--- src/rtl/dsm_dir_pkg.sv ---
package dsm_dir_pkg;
  typedef enum logic [1:0] {BLK_INV = 2'd0, BLK_SHR = 2'd1, BLK_MOD = 2'd2} blk_st_e;
  typedef enum logic [1:0] {MSG_NONE = 2'd0, MSG_INV = 2'd1, MSG_RCL = 2'd2, MSG_UPD = 2'd3} msg_e;
  typedef enum logic [1:0] {OP_RD, OP_RDX, OP_GET, OP_PUT} op_e;
  typedef enum logic [2:0] {S_IDLE, S_ISSUE, S_RCL, S_WAIT, S_DONE} fsm_e;
endpackage

--- src/rtl/dsm_word_mem.sv ---
module dsm_word_mem #(
  parameter int NBLK = 4,
  parameter int WPB  = 2,
  parameter int DW   = 16,
  localparam int BW   = $clog2(NBLK),
  localparam int WW   = $clog2(WPB),
  localparam int BLKW = WPB * DW
) (
  input  logic            clk_i,
  input  logic            rst_ni,
  input  logic [BW-1:0]   blk_i,
  input  logic [WW-1:0]   word_i,
  input  logic            wword_en_i,
  input  logic [DW-1:0]   wdata_i,
  input  logic            wblk_en_i,
  input  logic [BLKW-1:0] bdata_i,
  output logic [BLKW-1:0] rdata_o
);
  logic [BLKW-1:0] mem_q [NBLK];

  always_ff @(posedge clk_i or negedge rst_ni) begin
    if (!rst_ni) begin
      for (int i = 0; i < NBLK; i++) mem_q[i] <= '0;
    end else if (wblk_en_i) begin
      mem_q[blk_i] <= bdata_i;
    end else if (wword_en_i) begin
      mem_q[blk_i][word_i*DW +: DW] <= wdata_i;
    end
  end

  assign rdata_o = mem_q[blk_i];
endmodule

--- src/rtl/dsm_dir_table.sv ---
module dsm_dir_table
  import dsm_dir_pkg::*;
#(
  parameter int NODES = 4,
  parameter int NBLK  = 4,
  localparam int BW   = $clog2(NBLK),
  localparam int SW   = NODES + 1
) (
  input  logic          clk_i,
  input  logic          rst_ni,
  input  logic [BW-1:0] blk_i,
  input  logic          we_i,
  input  blk_st_e       st_i,
  input  logic [SW-1:0] shr_i,
  output blk_st_e       st_o,
  output logic [SW-1:0] shr_o
);
  blk_st_e       st_q  [NBLK];
  logic [SW-1:0] shr_q [NBLK];

  always_ff @(posedge clk_i or negedge rst_ni) begin
    if (!rst_ni) begin
      for (int i = 0; i < NBLK; i++) begin
        st_q[i]  <= BLK_INV;
        shr_q[i] <= '0;
      end
    end else if (we_i) begin
      st_q[blk_i]  <= st_i;
      shr_q[blk_i] <= shr_i;
    end
  end

  assign st_o  = st_q[blk_i];
  assign shr_o = shr_q[blk_i];


  mod_single_holder_chk: assert property (@(posedge clk_i) disable iff (!rst_ni)
    we_i && st_i == BLK_MOD |=> $countones(shr_o) == 1);
endmodule

--- src/rtl/dsm_ack_tracker.sv ---
module dsm_ack_tracker #(
  parameter int NODES = 4
) (
  input  logic             clk_i,
  input  logic             rst_ni,
  input  logic             load_i,
  input  logic [NODES-1:0] mask_i,
  input  logic [NODES-1:0] ack_i,
  output logic [NODES-1:0] pend_o,
  output logic             clear_o
);
  logic [NODES-1:0] pend_q;

  always_ff @(posedge clk_i or negedge rst_ni) begin
    if (!rst_ni)     pend_q <= '0;
    else if (load_i) pend_q <= mask_i;
    else             pend_q <= pend_q & ~ack_i;
  end

  assign pend_o  = pend_q;
  assign clear_o = (pend_q == '0);


  no_new_pend_chk: assert property (@(posedge clk_i) disable iff (!rst_ni)
    !load_i |=> (pend_o & ~$past(pend_o)) == '0);
endmodule

--- src/rtl/dsm_word_dir.sv ---
module dsm_word_dir
  import dsm_dir_pkg::*;
#(
  parameter int NODES = 4,
  parameter int NBLK  = 4,
  parameter int WPB   = 2,
  parameter int DW    = 16,
  localparam int NW   = $clog2(NODES),
  localparam int BW   = $clog2(NBLK),
  localparam int WW   = $clog2(WPB),
  localparam int BLKW = WPB * DW,
  localparam int SW   = NODES + 1
) (
  input  logic             clk_i,
  input  logic             rst_ni,
  input  logic             amu_valid_i,
  output logic             amu_ready_o,
  input  logic             amu_put_i,
  input  logic [BW-1:0]    amu_blk_i,
  input  logic [WW-1:0]    amu_word_i,
  input  logic [DW-1:0]    amu_wdata_i,
  output logic             amu_done_o,
  output logic [DW-1:0]    amu_rdata_o,
  input  logic             preq_valid_i,
  output logic             preq_ready_o,
  input  logic [NW-1:0]    preq_node_i,
  input  logic             preq_excl_i,
  input  logic [BW-1:0]    preq_blk_i,
  output logic             pgnt_valid_o,
  output logic [NW-1:0]    pgnt_node_o,
  output logic             pgnt_excl_o,
  output logic [BLKW-1:0]  pgnt_data_o,
  output logic             msg_valid_o,
  output logic [1:0]       msg_type_o,
  output logic [NODES-1:0] msg_mask_o,
  output logic [BW-1:0]    msg_blk_o,
  output logic [WW-1:0]    msg_word_o,
  output logic [DW-1:0]    msg_data_o,
  input  logic [NODES-1:0] ack_i,
  input  logic [BLKW-1:0]  ack_data_i
);
  localparam logic [SW-1:0] AMU_BIT = {1'b1, {NODES{1'b0}}};

  fsm_e            fsm_q, fsm_d;
  op_e             op_q;
  logic [NW-1:0]   node_q;
  logic [BW-1:0]   blk_q;
  logic [WW-1:0]   word_q;
  logic [DW-1:0]   wdata_q;

  blk_st_e         cur_st, dir_st;
  logic [SW-1:0]   cur_shr, dir_shr;
  logic            dir_we;
  logic [NODES-1:0] node_shr, req_oh, others;
  logic            is_proc, need_rcl;
  logic            mem_ww, mem_bw;
  logic [BLKW-1:0] mem_blk;
  logic            trk_load, trk_clear;
  logic [NODES-1:0] trk_pend;
  logic            msg_vld;
  msg_e            msg_typ;
  logic [NODES-1:0] msg_msk;

  assign is_proc  = (op_q == OP_RD) || (op_q == OP_RDX);
  assign req_oh   = is_proc ? (NODES'(1) << node_q) : '0;
  assign node_shr = cur_shr[NODES-1:0];
  assign others   = node_shr & ~req_oh;
  assign need_rcl = (cur_st == BLK_MOD) && (others != '0);

  always_ff @(posedge clk_i or negedge rst_ni) begin
    if (!rst_ni) begin
      fsm_q   <= S_IDLE;
      op_q    <= OP_RD;
      node_q  <= '0;
      blk_q   <= '0;
      word_q  <= '0;
      wdata_q <= '0;
    end else begin
      fsm_q <= fsm_d;
      if (fsm_q == S_IDLE) begin
        // atomic unit wins when both are valid
        if (amu_valid_i) begin
          op_q    <= amu_put_i ? OP_PUT : OP_GET;
          blk_q   <= amu_blk_i;
          word_q  <= amu_word_i;
          wdata_q <= amu_wdata_i;
        end else if (preq_valid_i) begin
          op_q   <= preq_excl_i ? OP_RDX : OP_RD;
          node_q <= preq_node_i;
          blk_q  <= preq_blk_i;
        end
      end
    end
  end

  always_comb begin
    fsm_d    = fsm_q;
    msg_vld  = 1'b0;
    msg_typ  = MSG_NONE;
    msg_msk  = '0;
    trk_load = 1'b0;
    mem_ww   = 1'b0;
    mem_bw   = 1'b0;
    dir_we   = 1'b0;
    dir_st   = cur_st;
    dir_shr  = cur_shr;
    unique case (fsm_q)
      S_IDLE: if (amu_valid_i || preq_valid_i) fsm_d = S_ISSUE;
      S_ISSUE: begin
        if (need_rcl) begin
          msg_vld = 1'b1;
          msg_typ = MSG_RCL;
          msg_msk = node_shr;
          fsm_d   = S_RCL;
        end else if (op_q == OP_RDX && others != '0) begin
          msg_vld  = 1'b1;
          msg_typ  = MSG_INV;
          msg_msk  = others;
          trk_load = 1'b1;
          fsm_d    = S_WAIT;
        end else if (op_q == OP_PUT) begin
          mem_ww = 1'b1;
          if (node_shr != '0) begin
            msg_vld  = 1'b1;
            msg_typ  = MSG_UPD;
            msg_msk  = node_shr;
            trk_load = 1'b1;
            fsm_d    = S_WAIT;
          end else begin
            fsm_d = S_DONE;
          end
        end else begin
          fsm_d = S_DONE;
        end
      end
      S_RCL: if ((ack_i & node_shr) != '0) begin
        // owner data lands in memory, owner kept as sharer
        mem_bw = 1'b1;
        dir_we = 1'b1;
        dir_st = BLK_SHR;
        fsm_d  = S_ISSUE;
      end
      S_WAIT: if (trk_clear) fsm_d = S_DONE;
      S_DONE: begin
        dir_we = 1'b1;
        unique case (op_q)
          OP_RD:   begin dir_st = BLK_SHR; dir_shr = cur_shr | {1'b0, req_oh}; end
          OP_RDX:  begin dir_st = BLK_MOD; dir_shr = {1'b0, req_oh}; end
          default: begin dir_st = BLK_SHR; dir_shr = cur_shr | AMU_BIT; end
        endcase
        fsm_d = S_IDLE;
      end
      default: fsm_d = S_IDLE;
    endcase
  end

  dsm_dir_table #(.NODES(NODES), .NBLK(NBLK)) u_tbl (
    .clk_i, .rst_ni, .blk_i(blk_q), .we_i(dir_we), .st_i(dir_st), .shr_i(dir_shr),
    .st_o(cur_st), .shr_o(cur_shr)
  );

  dsm_word_mem #(.NBLK(NBLK), .WPB(WPB), .DW(DW)) u_mem (
    .clk_i, .rst_ni, .blk_i(blk_q), .word_i(word_q), .wword_en_i(mem_ww), .wdata_i(wdata_q),
    .wblk_en_i(mem_bw), .bdata_i(ack_data_i), .rdata_o(mem_blk)
  );

  dsm_ack_tracker #(.NODES(NODES)) u_trk (
    .clk_i, .rst_ni, .load_i(trk_load), .mask_i(msg_msk), .ack_i,
    .pend_o(trk_pend), .clear_o(trk_clear)
  );

  assign amu_ready_o  = (fsm_q == S_IDLE);
  assign preq_ready_o = (fsm_q == S_IDLE) && !amu_valid_i;
  assign amu_done_o   = (fsm_q == S_DONE) && !is_proc;
  assign amu_rdata_o  = mem_blk[word_q*DW +: DW];
  assign pgnt_valid_o = (fsm_q == S_DONE) && is_proc;
  assign pgnt_node_o  = node_q;
  assign pgnt_excl_o  = (op_q == OP_RDX);
  assign pgnt_data_o  = mem_blk;
  assign msg_valid_o  = msg_vld;
  assign msg_type_o   = msg_typ;
  assign msg_mask_o   = msg_msk;
  assign msg_blk_o    = blk_q;
  assign msg_word_o   = word_q;
  assign msg_data_o   = wdata_q;


  rcl_one_owner_chk: assert property (@(posedge clk_i) disable iff (!rst_ni)
    msg_valid_o && msg_type_o == MSG_RCL |-> $countones(msg_mask_o) == 1);

  msg_has_target_chk: assert property (@(posedge clk_i) disable iff (!rst_ni)
    msg_valid_o |-> msg_mask_o != '0);

  done_after_acks_chk: assert property (@(posedge clk_i) disable iff (!rst_ni)
    amu_done_o || pgnt_valid_o |-> trk_pend == '0);

  gnt_pulse_chk: assert property (@(posedge clk_i) disable iff (!rst_ni)
    pgnt_valid_o |=> !pgnt_valid_o);

  no_accept_busy_chk: assert property (@(posedge clk_i) disable iff (!rst_ni)
    msg_valid_o |-> !amu_ready_o && !preq_ready_o);
endmodule

--- config.mk ---
export PLATFORM = sky130hd
export DESIGN_NAME = dsm_word_dir
export DESIGN_NICKNAME = d
export VERILOG_FILES = /design/src/rtl/dsm_dir_pkg.sv /design/src/rtl/dsm_word_mem.sv /design/src/rtl/dsm_dir_table.sv /design/src/rtl/dsm_ack_tracker.sv /design/src/rtl/dsm_word_dir.sv
export SDC_FILE = /design/constraint.sdc
export NUM_CORES = 1
export LEC_CHECK = 0
export BUFFER_PORTS_ARGS = -buffer_cell sky130_fd_sc_hd__clkbuf_2
export CORE_MARGIN = 1
export CORE_UTILIZATION = 58
export DETAILED_ROUTE_END_ITERATION = 10
export GPL_TIMING_DRIVEN = 0
export PLACE_DENSITY = 0.81
export SLEW_MARGIN = 10
export SYNTH_ARGS = -nofsm -noshare
export SYNTH_HDL_FRONTEND = slang
export SYNTH_SLANG_ARGS = --single-unit
--- constraint.sdc ---
create_clock -name clk_i -period 3.1 [get_ports clk_i]
set_clock_uncertainty 0.05 [all_clocks]
set_input_delay 0.155 -clock clk_i [delete_from_list [all_inputs] [get_ports clk_i]]
set_output_delay 0.155 -clock clk_i [all_outputs]
set_load 0.05 [all_outputs]
==> reports/results.ini, run 1 <==
[critical_path]
critPathRequiredTime_ns=2.89
crit_type=reg -> out
rr_worst_depth=10
critPathMaxFanout=10
crit_path_end_kind=primary output
start_kind=register
arrival_ns=2.84

[job]
max-cap-violations=0

[synthesis]
netlist_instances=917
synth_sequential_area_ratio_pct=45.2
ys_ff_latch=182
synth_area_per_cell_um2=11.0
synth-edff-count=0
synthArstFlopShare_pct=100
ys.flop_type=dfrtp_1
yosys_warnings=0
synth.distinct_cells=68
syn_nets=982
syn_area_mm2=0.0101

[clock_network]
ctsHtreeMaxLevel=4
root_buffer=clkbuf_16
clk_latency_ns=0.45
clock_sinks=182
cts_tree=done
clk_pin_slew_worst_paths_ns=0.06
clk_path_buf_depth=2
cts_made_buffers=17

[timing]
min_period_ns=3.04
slew_violations=0
final-hold-violation-count=1
tns_ns=0
fmax_mhz=329
finalSetupViolations=0
rsz0062_at_grt=false
finalCritPeriodShare_pct=98.1
holdWs_ns=-0.000715
slew_headroom_pct=41.4
worst_pin_slew_ns=0.877

[floorplan]
fp.dieH_um=134
dieWidth_um=134
start_util_pct=60.2
ios=146
die-area_mm2=0.0179
coreArea_mm2=0.0168
num_rows=47

[grt]
grt_pass1_wl_um=52500
antenna_found_initial=0
grt_max_degree=63
first_global_vias=9309
overflow=0
grt.total_usage_pct=39.4

[route]
drt_iter0_drc=1196
drc=0
wl_per_cell_um=24.9
wirelength_um=34000
firstDrtPassIters=8
ant_nets=0
dr_total_vias=9438
vias_per_cell=6.92

[cells_and_area]
final_common_cell=dfrtp_1
syn_to_final_growth_pct=21.8
antenna_cells=0
final_cells=1363
most-common-layout-cells=dfrtp_1 (182), clkbuf_2 (161), nor2_1 (101)
finalNetCount=1196
fin_area_mm2=0.0123
drive_above_1_share_pct=33.7

[power_and_ir_drop]
peakVddDrop_uv=404
p_leak_uw=0.00544
powerDensity_mw_per_mm2=382

[placement]
dp.cells=1283
io_buffers=144
dp_hpwl_um=23000
place_congestion=0.936
placed_cell_area_mm2=0.0111

[min_path]
worstHoldPathCells=3
hold_path.class=in -> reg

[status]
status=finished, violations left
violations=hold timing

-- power by group --
part / internal [uW] / leakage (uW) / switching [uW] / total [uW]
Sequential: 2370 / 0.00236 / 1.76 / 2380
Combinational: 79.7 / 0.00280 / 103 / 182
Clock: 1190 / 0.000276 / 943 / 2130
Total: 3640 / 0.00544 / 1050 / 4690
-- cell usage after synthesis (all sizes together), types with 4 or more instances --
master   count  area, um^2
mux2        42         473
o21ai       68         374
nor2       104         403
nand3       10        50.1
a2111oi      5         113
o22ai       23         150
o22a        47         412
clkbuf      48         180
a21oi       22         110
o211ai       4        30.0
nor2b        7        43.8
nand4        4        25.0
o221a       59         664
dfrtp      182        4550
buf         29         204
mux2i       10         100
inv          6        22.5
nand2      100         375
a211oi       6        75.1
nand2b      12        82.6
o21a        21         158
a2bb2oi     31         272
mux4        37         833
-- timing repair --
item | 4_1_cts | 5_1_grt
pin swaps | 7 | 4
buffers inserted | 12 | 6
endpoints found under the hold margin | 93 | 0
gates resized for setup | 29 | 30
hold buffers | 33 | 0
endpoints found under the setup margin | 158 | 104
-- metal layers --
metal | up-vias | part of all wire, % | global-route usage (%)
li1 | 3920 | - | -
met1 | 4638 | 37 | 51.9
met2 | 753 | 46 | 60.4
met3 | 127 | 12 | 9.18
met4 | 0 | 5.4 | 22.3
met5 | - | 0 | 0
-- registers in the layout, summed over array words and instances, names as in the netlist, 2 cells and up --
name          count
pgnt_node_o       2
fsm_q             3
msg_data_o       16
u_mem.mem_q     128
msg_blk_o         2
u_tbl.shr_q      16
u_trk.pend_o      4
u_tbl.st_q        8
op_q              2
-- stage by stage --
step                      total power, uW  util (%)  setup slack, ns  hold slack (ns)
after global routing                 4800      73.3          0.00580          0.00121
after global placement               2560      66.1            -1.60            0.331
after CTS                            4680      72.7          0.00111          0.00234
after detailed placement             2570      66.5           -0.356            0.120
final                                4690      73.3           0.0576        -0.000715
after floorplan                      2450         -           0.0273           -0.191
-- final timing paths --
| kind | start | end | slack [ns] |
|---|---|---|---|
| min | preq_excl_i | op_q[0] | -0.0007 |
| max reg2reg | msg_blk_o[1] | u_mem.mem_q[99] | 0.10 |
| max | msg_blk_o[1] | amu_rdata_o[5] | 0.06 |
| min reg2reg | u_mem.mem_q[126] | u_mem.mem_q[126] | 0.44 |
| max in group asynchronous | rst_ni | u_mem.mem_q[93] | 1.78 |
| min in group asynchronous | rst_ni | u_tbl.st_q[7] | 0.21 |
-- cells by family after synthesis --
| logic type | count (synthesis) | share of synthesized area (%) |
|---|---|---|
| AOI/OAI and AO/OA | 305 | 25.6 |
| muxes | 89 | 13.9 |
| buffers and inverters | 84 | 4.07 |
| DFF | 182 | 45.2 |
| and+or+nand+nor | 257 | 11.2 |
-- layout make-up --
class                   instances  area, um^2
plain buffers                  75         430
clock buffers                  24         492
clock inverters                 7        70.1
fillers                      1156        4480
inverters                       7        26.3
multi-input cells             651        5170
flip-flops and latches        182        4550
well taps                     220         275
repair buffers                197        1260
-- worst max-delay path, stage by stage (launching register included) --
cell and delay, ns:
dfrtp_1 0.35, buf_4 0.19, buf_4 0.21, buf_2 0.33, buf_2 0.43, mux4_2 0.47, nand2_1 0.11, nand2_1 0.06
clkbuf_2 0.23
No activity file was read; power rests on OpenSTA's default activity.
==> run 2: changes to the inputs <==
--- a/config.mk
+++ b/config.mk
@@ -5,6 +5,7 @@
 export SDC_FILE = /design/constraint.sdc
 export NUM_CORES = 1
 export LEC_CHECK = 0
+export ABC_AREA = 0
 export BUFFER_PORTS_ARGS = -buffer_cell sky130_fd_sc_hd__clkbuf_2
 export CORE_MARGIN = 1
 export CORE_UTILIZATION = 58
==> constraint.sdc (replaced) <==
create_clock -name clk_i -period 3.1 [get_ports clk_i]
set_clock_uncertainty 0.05 [all_clocks]
set_input_delay 0 -clock clk_i [delete_from_list [all_inputs] [get_ports clk_i]]
set_output_delay 0 -clock clk_i [all_outputs]
set_load 0.05 [all_outputs]
==> run 2 against run 1 <==
  * Sequential cell count stayed put
  * Critical endpoint is now u_mem.mem_q[29]
  * Sequential share of layout area down 1.0 points
  * Largest cell class unchanged
  * Critical path depth is the same
  * Largest power group unchanged
  * The flow now finishes without violations
  * Core utilization up 2.0 points
==> reports/results.ini, run 2 (same netlist as run 1, synthesis figures left out) <==
[clock_network]
clk_latency_ns=0.45  ; about the same
clk_pin_slew_worst_paths_ns=0.07  ; about the same
clk_path_buf_depth=2  ; unchanged
cts_made_buffers=17  ; unchanged
ctsHtreeMaxLevel=4  ; unchanged
clock_sinks=182  ; unchanged
cts_tree=done
root_buffer=clkbuf_16

[power_and_ir_drop]
power.internal_uw=3690  ; +1.3%
p_leak_uw=0.00555  ; +2.0%
power_switching_uw=1120  ; +7.2%
switching_share_pct=23.3  ; +1.0 points
powerDensity_mw_per_mm2=381  ; -0.17%
power_uw=4810  ; +2.6%
peakVddDrop_uv=390  ; -3.5%
clockPowerShare_pct=46.3  ; +0.9 points
seq_power_share_pct=49.4  ; -1.3 points
power_frac_comb_pct=4.4  ; +0.5 points

[cells_and_area]
syn_to_final_growth_pct=25.2
final_common_cell=dfrtp_1
finalNetCount=1227  ; +2.6%
drive_above_1_share_pct=32.9  ; -0.75 points
register_area_mm2=0.00455  ; unchanged
most-common-layout-cells=dfrtp_1 (182), clkbuf_2 (162), nor2_1 (101)
nFillCells=1129  ; -2.3%
largest_reg_flops=128  ; unchanged
antenna_cells=0  ; unchanged
final_util_pct=75.3  ; +2.0 points
largest-register=u_mem.mem_q
multi_input_area_mm2=0.00521  ; +0.68%

[route]
wirelength_um=34500  ; +1.4%
ant_nets=0  ; unchanged
firstDrtPassIters=6  ; -2
dr_total_vias=9634  ; +2.1%
drt_iter0_drc=1317  ; +10%
drc=0  ; unchanged
vias_per_cell=6.91  ; -0.26%
wl_per_cell_um=24.7  ; -0.92%

[timing]
slew_headroom_pct=41.8  ; +0.41 points
rsz0062_at_grt=true
finalCritPeriodShare_pct=98.5  ; +0.38 points
min_period_ns=3.05  ; +0.0119 ns
layout_setup_ws_ns=0.0457  ; -0.0119 ns
finalSetupViolations=0  ; unchanged
fmax_mhz=327  ; -0.39%
slew_violations=0  ; unchanged
worst_pin_slew_ns=0.873  ; -0.00424 ns
final-hold-violation-count=0  ; -1

[critical_path]
start_kind=register
arrival_ns=3.33  ; +0.49 ns
rr_worst_depth=8  ; -2
critPathMaxFanout=10  ; unchanged
crit_type=reg -> reg
crit_path_end_kind=register
critPathRequiredTime_ns=3.38  ; +0.49 ns

[grt]
grt_pass1_wl_um=52700  ; +0.36%
grt_max_degree=104  ; +65%
grt.total_usage_pct=39.3  ; -0.13 points
first_global_vias=9427  ; +1.3%
overflow=0  ; unchanged
antenna_found_initial=0  ; unchanged

[floorplan]
coreArea_mm2=0.0168  ; unchanged
num_rows=47  ; unchanged
start_util_pct=60.2  ; unchanged
ios=146  ; unchanged
dieWidth_um=134  ; unchanged
fp.dieH_um=134  ; unchanged
die-area_mm2=0.0179  ; unchanged

[job]
max-cap-violations=0  ; unchanged

[min_path]
hold_path.class=in -> async

[status]
status=completed

[placement]
io_buffers=144  ; unchanged
place_congestion=0.901  ; -3.7%
place_ws_ns=-0.349  ; +0.00708 ns
dp_hpwl_um=22400  ; -2.6%

==> run 2: area by class of cell <==
type	count	area share [%]
inverters	7	0.208
flip-flops and latches	182	36.1
plain buffers	75	3.36
multi-input cells	652	41.2
clock inverters	14	1.20
well taps	220	2.18
clock buffers	18	3.48
repair buffers	227	12.3
==> run 2: worst paths after layout <==
path / slack (ns) / to / startpoint
max in group asynchronous: 1.97 / u_mem.mem_q[69] / rst_ni
setup reg to reg: 0.05 / u_mem.mem_q[29] / fsm_q[2]
setup / recovery: 0.05 / u_mem.mem_q[29] / fsm_q[2]
hold / removal: 0.07 / u_tbl.st_q[7] / rst_ni
hold reg to reg: 0.44 / u_mem.mem_q[60] / u_mem.mem_q[60]
min in group clk_i: 0.14 / fsm_q[0] / amu_valid_i
==> run 2: routing by layer <==
metal | GRT usage, % | wire length, um
met5 | 0 | 0
met4 | 20.5 | 1470
met3 | 9.11 | 3950
met2 | 61.4 | 16200
met1 | 51.4 | 12800
==> run 2: critical path, stage by stage, from the launching register on <==
cell      delay [ns]
dfrtp_1         0.36
buf_2           0.17
or3b_2          0.55
or3_1           0.43
or2_2           0.32
a211oi_4        0.39
clkbuf_2        0.33
o21ai_0         0.17
o221a_1         0.16
==> run 2: repair_timing <==
| item | in CTS | in global routing |
|---|---|---|
| hold buffers | 65 | 0 |
| hold endpoints to repair | 230 | 0 |
| resized for setup | 35 | 25 |
| pin swaps | 3 | 7 |
| cloned | 0 | 1 |
| setup buffers | 6 | 11 |
| setup endpoints to repair | 159 | 135 |
==> run 2: per-stage QoR <==
stage / hold slack [ns] / std cells / setup TNS (ns) / cell area, um^2
floorplan: -0.346 / 917 / 0 / 10100
global placement: 0.165 / 1281 / -269.94 / 11100
detailed placement: 0.0184 / 1282 / -11.53 / 11100
CTS: 0.119 / 1383 / -0.111 / 12500
global route: 0.146 / 1395 / -0.0456 / 12600
finish: 0.0741 / 1395 / 0 / 12600
==> run 2: power by group through the flow <==
stage                     logic [uW]  clock network (uW)  registers (uW)
after floorplan                 20.0                   0            2430
after global placement           136                   0            2420
after detailed placement         142                   0            2420
after CTS                        207                2200            2380
after global routing             228                2310            2380
final                            210                2230            2380
